<file path="config.mk">
export PLATFORM = sky130hd
export DESIGN_NAME = twosec_counter
export DESIGN_NICKNAME = d
export VERILOG_FILES = /design/src/rtl/tsc_pkg.sv /design/src/rtl/tsc_fall_detect.sv /design/src/rtl/tsc_override.sv /design/src/rtl/tsc_toggle_stage.sv /design/src/rtl/tsc_mod_stage.sv /design/src/rtl/twosec_counter.sv
export SDC_FILE = /design/constraint.sdc
export NUM_CORES = 1
export LEC_CHECK = 0
export BUFFER_PORTS_ARGS = -buffer_cell sky130_fd_sc_hd__buf_2
export CORE_AREA = 2 2 39 41
export DETAILED_ROUTE_END_ITERATION = 6
export DIE_AREA = 0 0 41 43
export GPL_TIMING_DRIVEN = 0
export PLACE_DENSITY = 0.46
export SYNTH_ARGS = -nofsm -noshare
export SYNTH_HDL_FRONTEND = slang
export SYNTH_SLANG_ARGS = --single-unit
export TNS_END_PERCENT = 30
</file>
<file path="constraint.sdc">
create_clock -name clk -period 2.71 [get_ports clk]
set_clock_uncertainty 0.1 [all_clocks]
set_input_delay 0.1355 -clock clk [delete_from_list [all_inputs] [get_ports clk]]
set_output_delay 0.1355 -clock clk [all_outputs]
set_load 0.05 [all_outputs]
</file>
<file path="src/rtl/tsc_pkg.sv">
// Package: types shared by the two-section counter.
// Assumes: no other block depends on the encoding of ovr_e.
package tsc_pkg;

    // Override requested by the gated clear and preset inputs.
    typedef enum logic [1:0] {
        OVR_NONE   = 2'd0,
        OVR_CLEAR  = 2'd1,
        OVR_PRESET = 2'd2
    } ovr_e;

    // Index of each count input in the edge-detector array.
    localparam int unsigned CK_COUNT = 2;
    localparam int unsigned CK_LO    = 0;
    localparam int unsigned CK_HI    = 1;

endpackage

</file>
<file path="src/rtl/tsc_fall_detect.sv">
// Module: falling-edge detector for one count input.
// Assumes: ck_i is synchronous to clk. The first sample after reset
// never produces an edge, because the previous sample resets low.
module tsc_fall_detect (
    input  logic clk,
    input  logic rst_n,
    input  logic ck_i,
    output logic fall_o
);

    logic prev_q;

    // Keep the previous sample of the count input.
    always_ff @(posedge clk) begin
        if (!rst_n) prev_q <= 1'b0;
        else        prev_q <= ck_i;
    end

    // An edge is a high sample followed by a low one.
    always_comb fall_o = prev_q & ~ck_i;

endmodule

</file>
<file path="src/rtl/tsc_override.sv">
// Module: gating of the clear and preset requests.
// Assumes: every input of a gate must be high for that gate to act, and
// preset has priority over clear.
module tsc_override
    import tsc_pkg::*;
#(
    parameter int unsigned GATE_N = 2
) (
    input  logic [GATE_N-1:0] clr_i,
    input  logic [GATE_N-1:0] set_i,
    output ovr_e              ovr_o
);

    // Reduce each gate and apply the priority.
    always_comb begin
        if (&set_i)      ovr_o = OVR_PRESET;
        else if (&clr_i) ovr_o = OVR_CLEAR;
        else             ovr_o = OVR_NONE;
    end

endmodule

</file>
<file path="src/rtl/tsc_toggle_stage.sv">
// Module: one-bit divide-by-two section.
// Assumes: fall_i is one cycle wide. The override is applied to the output
// without delay and is also loaded into the state, so the state holds on release.
module tsc_toggle_stage
    import tsc_pkg::*;
#(
    parameter logic PRESET_VAL = 1'b1
) (
    input  logic clk,
    input  logic rst_n,
    input  logic fall_i,
    input  ovr_e ovr_i,
    output logic q_o
);

    logic bit_q;

    // Toggle on each edge; load the override value while an override is asserted.
    always_ff @(posedge clk) begin
        if (!rst_n) begin
            bit_q <= 1'b0;
        end else begin
            unique case (ovr_i)
                OVR_PRESET: bit_q <= PRESET_VAL;
                OVR_CLEAR:  bit_q <= 1'b0;
                default:    if (fall_i) bit_q <= ~bit_q;
            endcase
        end
    end

    // The override reaches the output without waiting for a clock edge.
    always_comb begin
        unique case (ovr_i)
            OVR_PRESET: q_o = PRESET_VAL;
            OVR_CLEAR:  q_o = 1'b0;
            default:    q_o = bit_q;
        endcase
    end

endmodule

</file>
<file path="src/rtl/tsc_mod_stage.sv">
// Module: modulo-MOD counter section in binary order.
// Assumes: PRESET_VAL < MOD, and W is wide enough to hold MOD-1.
module tsc_mod_stage
    import tsc_pkg::*;
#(
    parameter int unsigned MOD        = 5,
    parameter int unsigned W          = 3,
    parameter int unsigned PRESET_VAL = MOD - 1
) (
    input  logic         clk,
    input  logic         rst_n,
    input  logic         fall_i,
    input  ovr_e         ovr_i,
    output logic [W-1:0] q_o
);

    localparam logic [W-1:0] LAST = W'(MOD - 1);
    localparam logic [W-1:0] PSET = W'(PRESET_VAL);

    logic [W-1:0] cnt_q;
    logic [W-1:0] cnt_inc;

    // Next count in the cycle, wrapping after the last state.
    always_comb cnt_inc = (cnt_q == LAST) ? '0 : cnt_q + W'(1);

    // Advance on each edge; load the override value while an override is asserted.
    always_ff @(posedge clk) begin
        if (!rst_n) begin
            cnt_q <= '0;
        end else begin
            unique case (ovr_i)
                OVR_PRESET: cnt_q <= PSET;
                OVR_CLEAR:  cnt_q <= '0;
                default:    if (fall_i) cnt_q <= cnt_inc;
            endcase
        end
    end

    // The override reaches the output without waiting for a clock edge.
    always_comb begin
        unique case (ovr_i)
            OVR_PRESET: q_o = PSET;
            OVR_CLEAR:  q_o = '0;
            default:    q_o = cnt_q;
        endcase
    end

endmodule

</file>
<file path="src/rtl/twosec_counter.sv">
// Module: two-section counter, with a divide-by-two and a divide-by-HI_MOD
// section on separate count inputs.
// Assumes: the count inputs are synchronous to clk. Any strap from an
// output to a count input is made outside the block.
module twosec_counter
    import tsc_pkg::*;
#(
    parameter int unsigned HI_MOD = 5,
    parameter int unsigned GATE_N = 2,
    localparam int unsigned HI_W  = (HI_MOD > 2) ? $clog2(HI_MOD) : 1
) (
    input  logic            clk,
    input  logic            rst_n,
    input  logic            cka_i,
    input  logic            ckb_i,
    input  logic            clr_a_i,
    input  logic            clr_b_i,
    input  logic            set_a_i,
    input  logic            set_b_i,
    output logic            lo_q_o,
    output logic [HI_W-1:0] hi_q_o
);

    localparam int unsigned HI_PRESET = HI_MOD - 1;

    logic [CK_COUNT-1:0] ck_vec;
    logic [CK_COUNT-1:0] fall_vec;
    ovr_e                ovr;

    // Gather the count inputs so that one generate loop serves both.
    always_comb ck_vec = {ckb_i, cka_i};

    for (genvar g = 0; g < CK_COUNT; g++) begin : g_edge
        tsc_fall_detect u_fall (
            .clk    (clk),
            .rst_n  (rst_n),
            .ck_i   (ck_vec[g]),
            .fall_o (fall_vec[g])
        );
    end

    tsc_override #(
        .GATE_N (GATE_N)
    ) u_ovr (
        .clr_i ({clr_b_i, clr_a_i}),
        .set_i ({set_b_i, set_a_i}),
        .ovr_o (ovr)
    );

    tsc_toggle_stage #(
        .PRESET_VAL (1'b1)
    ) u_lo (
        .clk    (clk),
        .rst_n  (rst_n),
        .fall_i (fall_vec[CK_LO]),
        .ovr_i  (ovr),
        .q_o    (lo_q_o)
    );

    tsc_mod_stage #(
        .MOD        (HI_MOD),
        .W          (HI_W),
        .PRESET_VAL (HI_PRESET)
    ) u_hi (
        .clk    (clk),
        .rst_n  (rst_n),
        .fall_i (fall_vec[CK_HI]),
        .ovr_i  (ovr),
        .q_o    (hi_q_o)
    );

endmodule

</file>
==> out/results.env <==
RUN_STATUS='complete, no violations'
POST_SYNTH_ARST_SHARE_PCT=0
DPL.CELL_COUNT=65
SYNTH.NET_COUNT=48
CLOCK_TREE.BUFFER_DEPTH=2
GRT_PASS1_WL_MM=1.23
REQUIRED_NS=2.47
RELATIVE_MAX_TRANSITION_MARGIN_PCT=83.6
SYN_AVG_CELL_AREA_UM2=8.10
MAX_IR_DROP_VDD_mV=0.251
GRT_MAX_DEGREE=8
SYNTH_LARGEST_TYPE_AREA_FRACTION_PCT=39.0
ENDPOINTS_FAILING_SETUP=0
SYNTH_ENABLE_FLOP_CELLS=0
FINAL_CELL_COUNT_NO_FILL=68
NUMPORTBUFFERS=11
TIMING.FINAL.HOLD_VIOLATIONS=0
SYN_AREA_UM2=308
ANTENNA-DIODE-COUNT=0
FLOORPLAN.IO_PINS=12
FIN_SETUP_TNS_NS=0
REGTOREGSETUPSLACK_NS=1.54
POST_CTS.REPAIR.SETUP_BUFFERS=0
SYNTHDISTINCTLIBCELLS=18
CTS.SINK_COUNT=6
POSTCTSHOLDBUFS=0
WORSTPATHARRIVAL_NS=1.06
PATH_MAX_FANOUT=5
DIE_W_UM=41
DRTPASS1ITERATIONS=3
PLACE.GP.CONGESTION=0.689
OVERFLOW=0
YS_FF_LATCH=6
SYNTHDOMINANTAREACELLTYPE='sky130_fd_sc_hd__dfxtp_1'
DETAILROUTE.VIA_COUNT=302
YOSYS_WARNINGS=0
FINAL_ANT_VIOL_NETS=0
SYNTHFLOPTYPE='sky130_fd_sc_hd__dfxtp_1'
FIN_NETS=64
FIN_HOLD_WS_NS=0.0228
CLKSLEWWORSTSETUPHOLDPATHS_NS=0.04
PRE_CTS_SLACK_NS=1.54
DRV_SLEW=0
BUSIEST_LAYER='met2'
TRITONCTS='built'
POWERDENSITY_nW_PER_UM2=531
SYNTH.YOSYS.SEQ_AREA_SHARE_PCT=39.0
GRT_USE_MET2_PCT=14.4
INSERTION_DELAY_NS=0.24
GRTUSAGEMET3_PCT=6.28
SETUP_WS_NS=1.42
POST-ROUTE-DRC-COUNT=0
ROUTE.DETAILED.VIAS_PER_INST=4.44
AVERAGE_ROUTED_WIRE_PER_STANDARD_CELL_UM=10.1
CTS-RESIZED-GATES=0
NUMBER_OF_GLOBAL_ROUTE_VIAS_BEFORE_REPAIR=299
WORST-SETUP-PATH-TYPE='reg -> out'
SYNTH.TOP_CELLS.BY_AREA='sky130_fd_sc_hd__dfxtp_1, sky130_fd_sc_hd__nand2_1, sky130_fd_sc_hd__ha_1'
NETLIST_TOP_CELLS_COUNT='sky130_fd_sc_hd__nand2_1, sky130_fd_sc_hd__dfxtp_1'
DP_HPWL_UM=538
TIMING.MAX_CAP.VIOLATIONS=0
STD_CELL_ROWS=14
SYN2LAYOUT_AREA_GROWTH_PCT=31.7
CRIT_PATH_END_KIND='output port'
CTS_ROOT_BUF='sky130_fd_sc_hd__clkbuf_4'
PERIOD_SHARE_PCT=47.7
POST_ROUTE_CELLS_DRIVE_ABOVE_1_SHARE_PCT=28.8
CRIT_PATH_START_KIND='register'
DIE_AREA_UM2=1760
PLACEABLECOREAREA_UM2=1380
NUMCTSBUFFERS=3
EFFECTIVE_UTILIZATION_AT_FLOORPLAN_PCT=22.2
SYNTH.MOST_COMMON_CELL='sky130_fd_sc_hd__nand2_1'
FP.DIEH_UM=43
TIME_THE_WORST_PATH_NEEDS_WITH_I_O_DELAYS_AND_SETUP_NS=1.29
WIRELENGTH_UM=687
MAX_FREQ_MHz=774
POWER_LEAKAGE_nW=0.192
GRT_ANTENNA_BEFORE_REPAIR=0
GRT_SETUP_UNREPAIRED='false'
HTREE_LEVELS=1
TIGHTESTPINTRANSITION_NS=0.247
HOLD_CLASS='in -> reg'
COMBINED_GLOBAL_ROUTE_UTILIZATION_OF_ALL_METAL_LAYERS_PCT=10.8
GLOBAL_ROUTE.USAGE.MET1_PCT=12.2
POSTSYNTHCELLCOUNT=38
DRTITER0DRC=2
==> worst paths after layout <==
path | from | endpoint | cells after the start
max | u_hi.cnt_q[0]$_SDFFE_PN0P_ | hi_q_o[0] | 2
min reg2reg | u_hi.cnt_q[0]$_SDFFE_PN0P_ | u_hi.cnt_q[0]$_SDFFE_PN0P_ | 2
min | cka_i | g_edge[0].u_fall.prev_q$_SDFF_PN0_ | 2
max reg2reg | u_hi.cnt_q[0]$_SDFFE_PN0P_ | u_hi.cnt_q[0]$_SDFFE_PN0P_ | 5
==> power breakdown <==
group / internal (W) / switching [W] / leakage [nW] / total [W]
registers: 0.0000931 / 0.00000290 / 0.0494 / 0.0000960
logic: 0.0000135 / 0.0000240 / 0.129 / 0.0000375
clock network: 0.0000501 / 0.0000317 / 0.0138 / 0.0000818
total: 0.000157 / 0.0000586 / 0.192 / 0.000215
==> area by class of cell <==
| cell class | instances | area (um2) |
|---|---|---|
| well taps | 16 | 20.0 |
| inverters | 2 | 7.51 |
| clock buffers | 3 | 22.5 |
| multi-input cells | 30 | 180 |
| repair buffers | 11 | 55.1 |
| fillers | 165 | 978 |
| flip-flops and latches | 6 | 120 |
==> routing by layer <==
metal	vias up	part of all wire (%)
li1	156	-
met1	136	47
met2	8	45
met3	2	5.4
met4	0	2.5
met5	-	0
==> stage by stage <==
step,cell area (um2),util [%],power (W)
floorplan,308,-,0.000123
global placement,383,27.7,0.000135
detailed placement,383,27.7,0.000135
CTS,405,29.3,0.000220
global route,405,29.3,0.000228
finish,405,29.3,0.000215
==> flip-flops by register name, indices dropped and copies added, names as in the netlist <==
name,flops
u_hi.cnt_q,3
g_edge.u_fall.prev_q,2
u_lo.bit_q,1
==> cell usage in the layout (no fill, tap or decap) <==
cell type and n:
sky130_fd_sc_hd__and2_1 2, sky130_fd_sc_hd__o2111ai_1 1, sky130_fd_sc_hd__nand3b_1 1, sky130_fd_sc_hd__buf_2 11, sky130_fd_sc_hd__mux2i_1 1, sky130_fd_sc_hd__clkbuf_4 3
sky130_fd_sc_hd__o211ai_1 1, sky130_fd_sc_hd__a21oi_1 2, sky130_fd_sc_hd__and3_1 2, sky130_fd_sc_hd__nand2b_1 1, sky130_fd_sc_hd__nand2_1 9, sky130_fd_sc_hd__inv_1 2
sky130_fd_sc_hd__nor2_1 2, sky130_fd_sc_hd__ha_1 2, sky130_fd_sc_hd__nor2b_2 1, sky130_fd_sc_hd__xnor2_1 1, sky130_fd_sc_hd__o21ai_1 1, sky130_fd_sc_hd__nand3_1 2
sky130_fd_sc_hd__dfxtp_1 6, sky130_fd_sc_hd__nor2b_1 1
==> critical path: stages, from the launching register on <==
cell	delay (ns)
sky130_fd_sc_hd__dfxtp_1	0.40
sky130_fd_sc_hd__and3_1	0.17
sky130_fd_sc_hd__buf_2	0.25
==> logic make-up after synthesis <==
| kind of cell | share of synthesized area (%) |
|---|---|
| xor gates and xnor gates | 2.85 |
| DFF | 39.0 |
| muxes | 3.25 |
| buffers and inverters | 2.44 |
| AOI/OAI and AO/OA | 10.2 |
| and+or+nand+nor | 34.1 |
| adders and majority gates | 8.13 |
No activity file was read; power rests on OpenSTA's default activity.
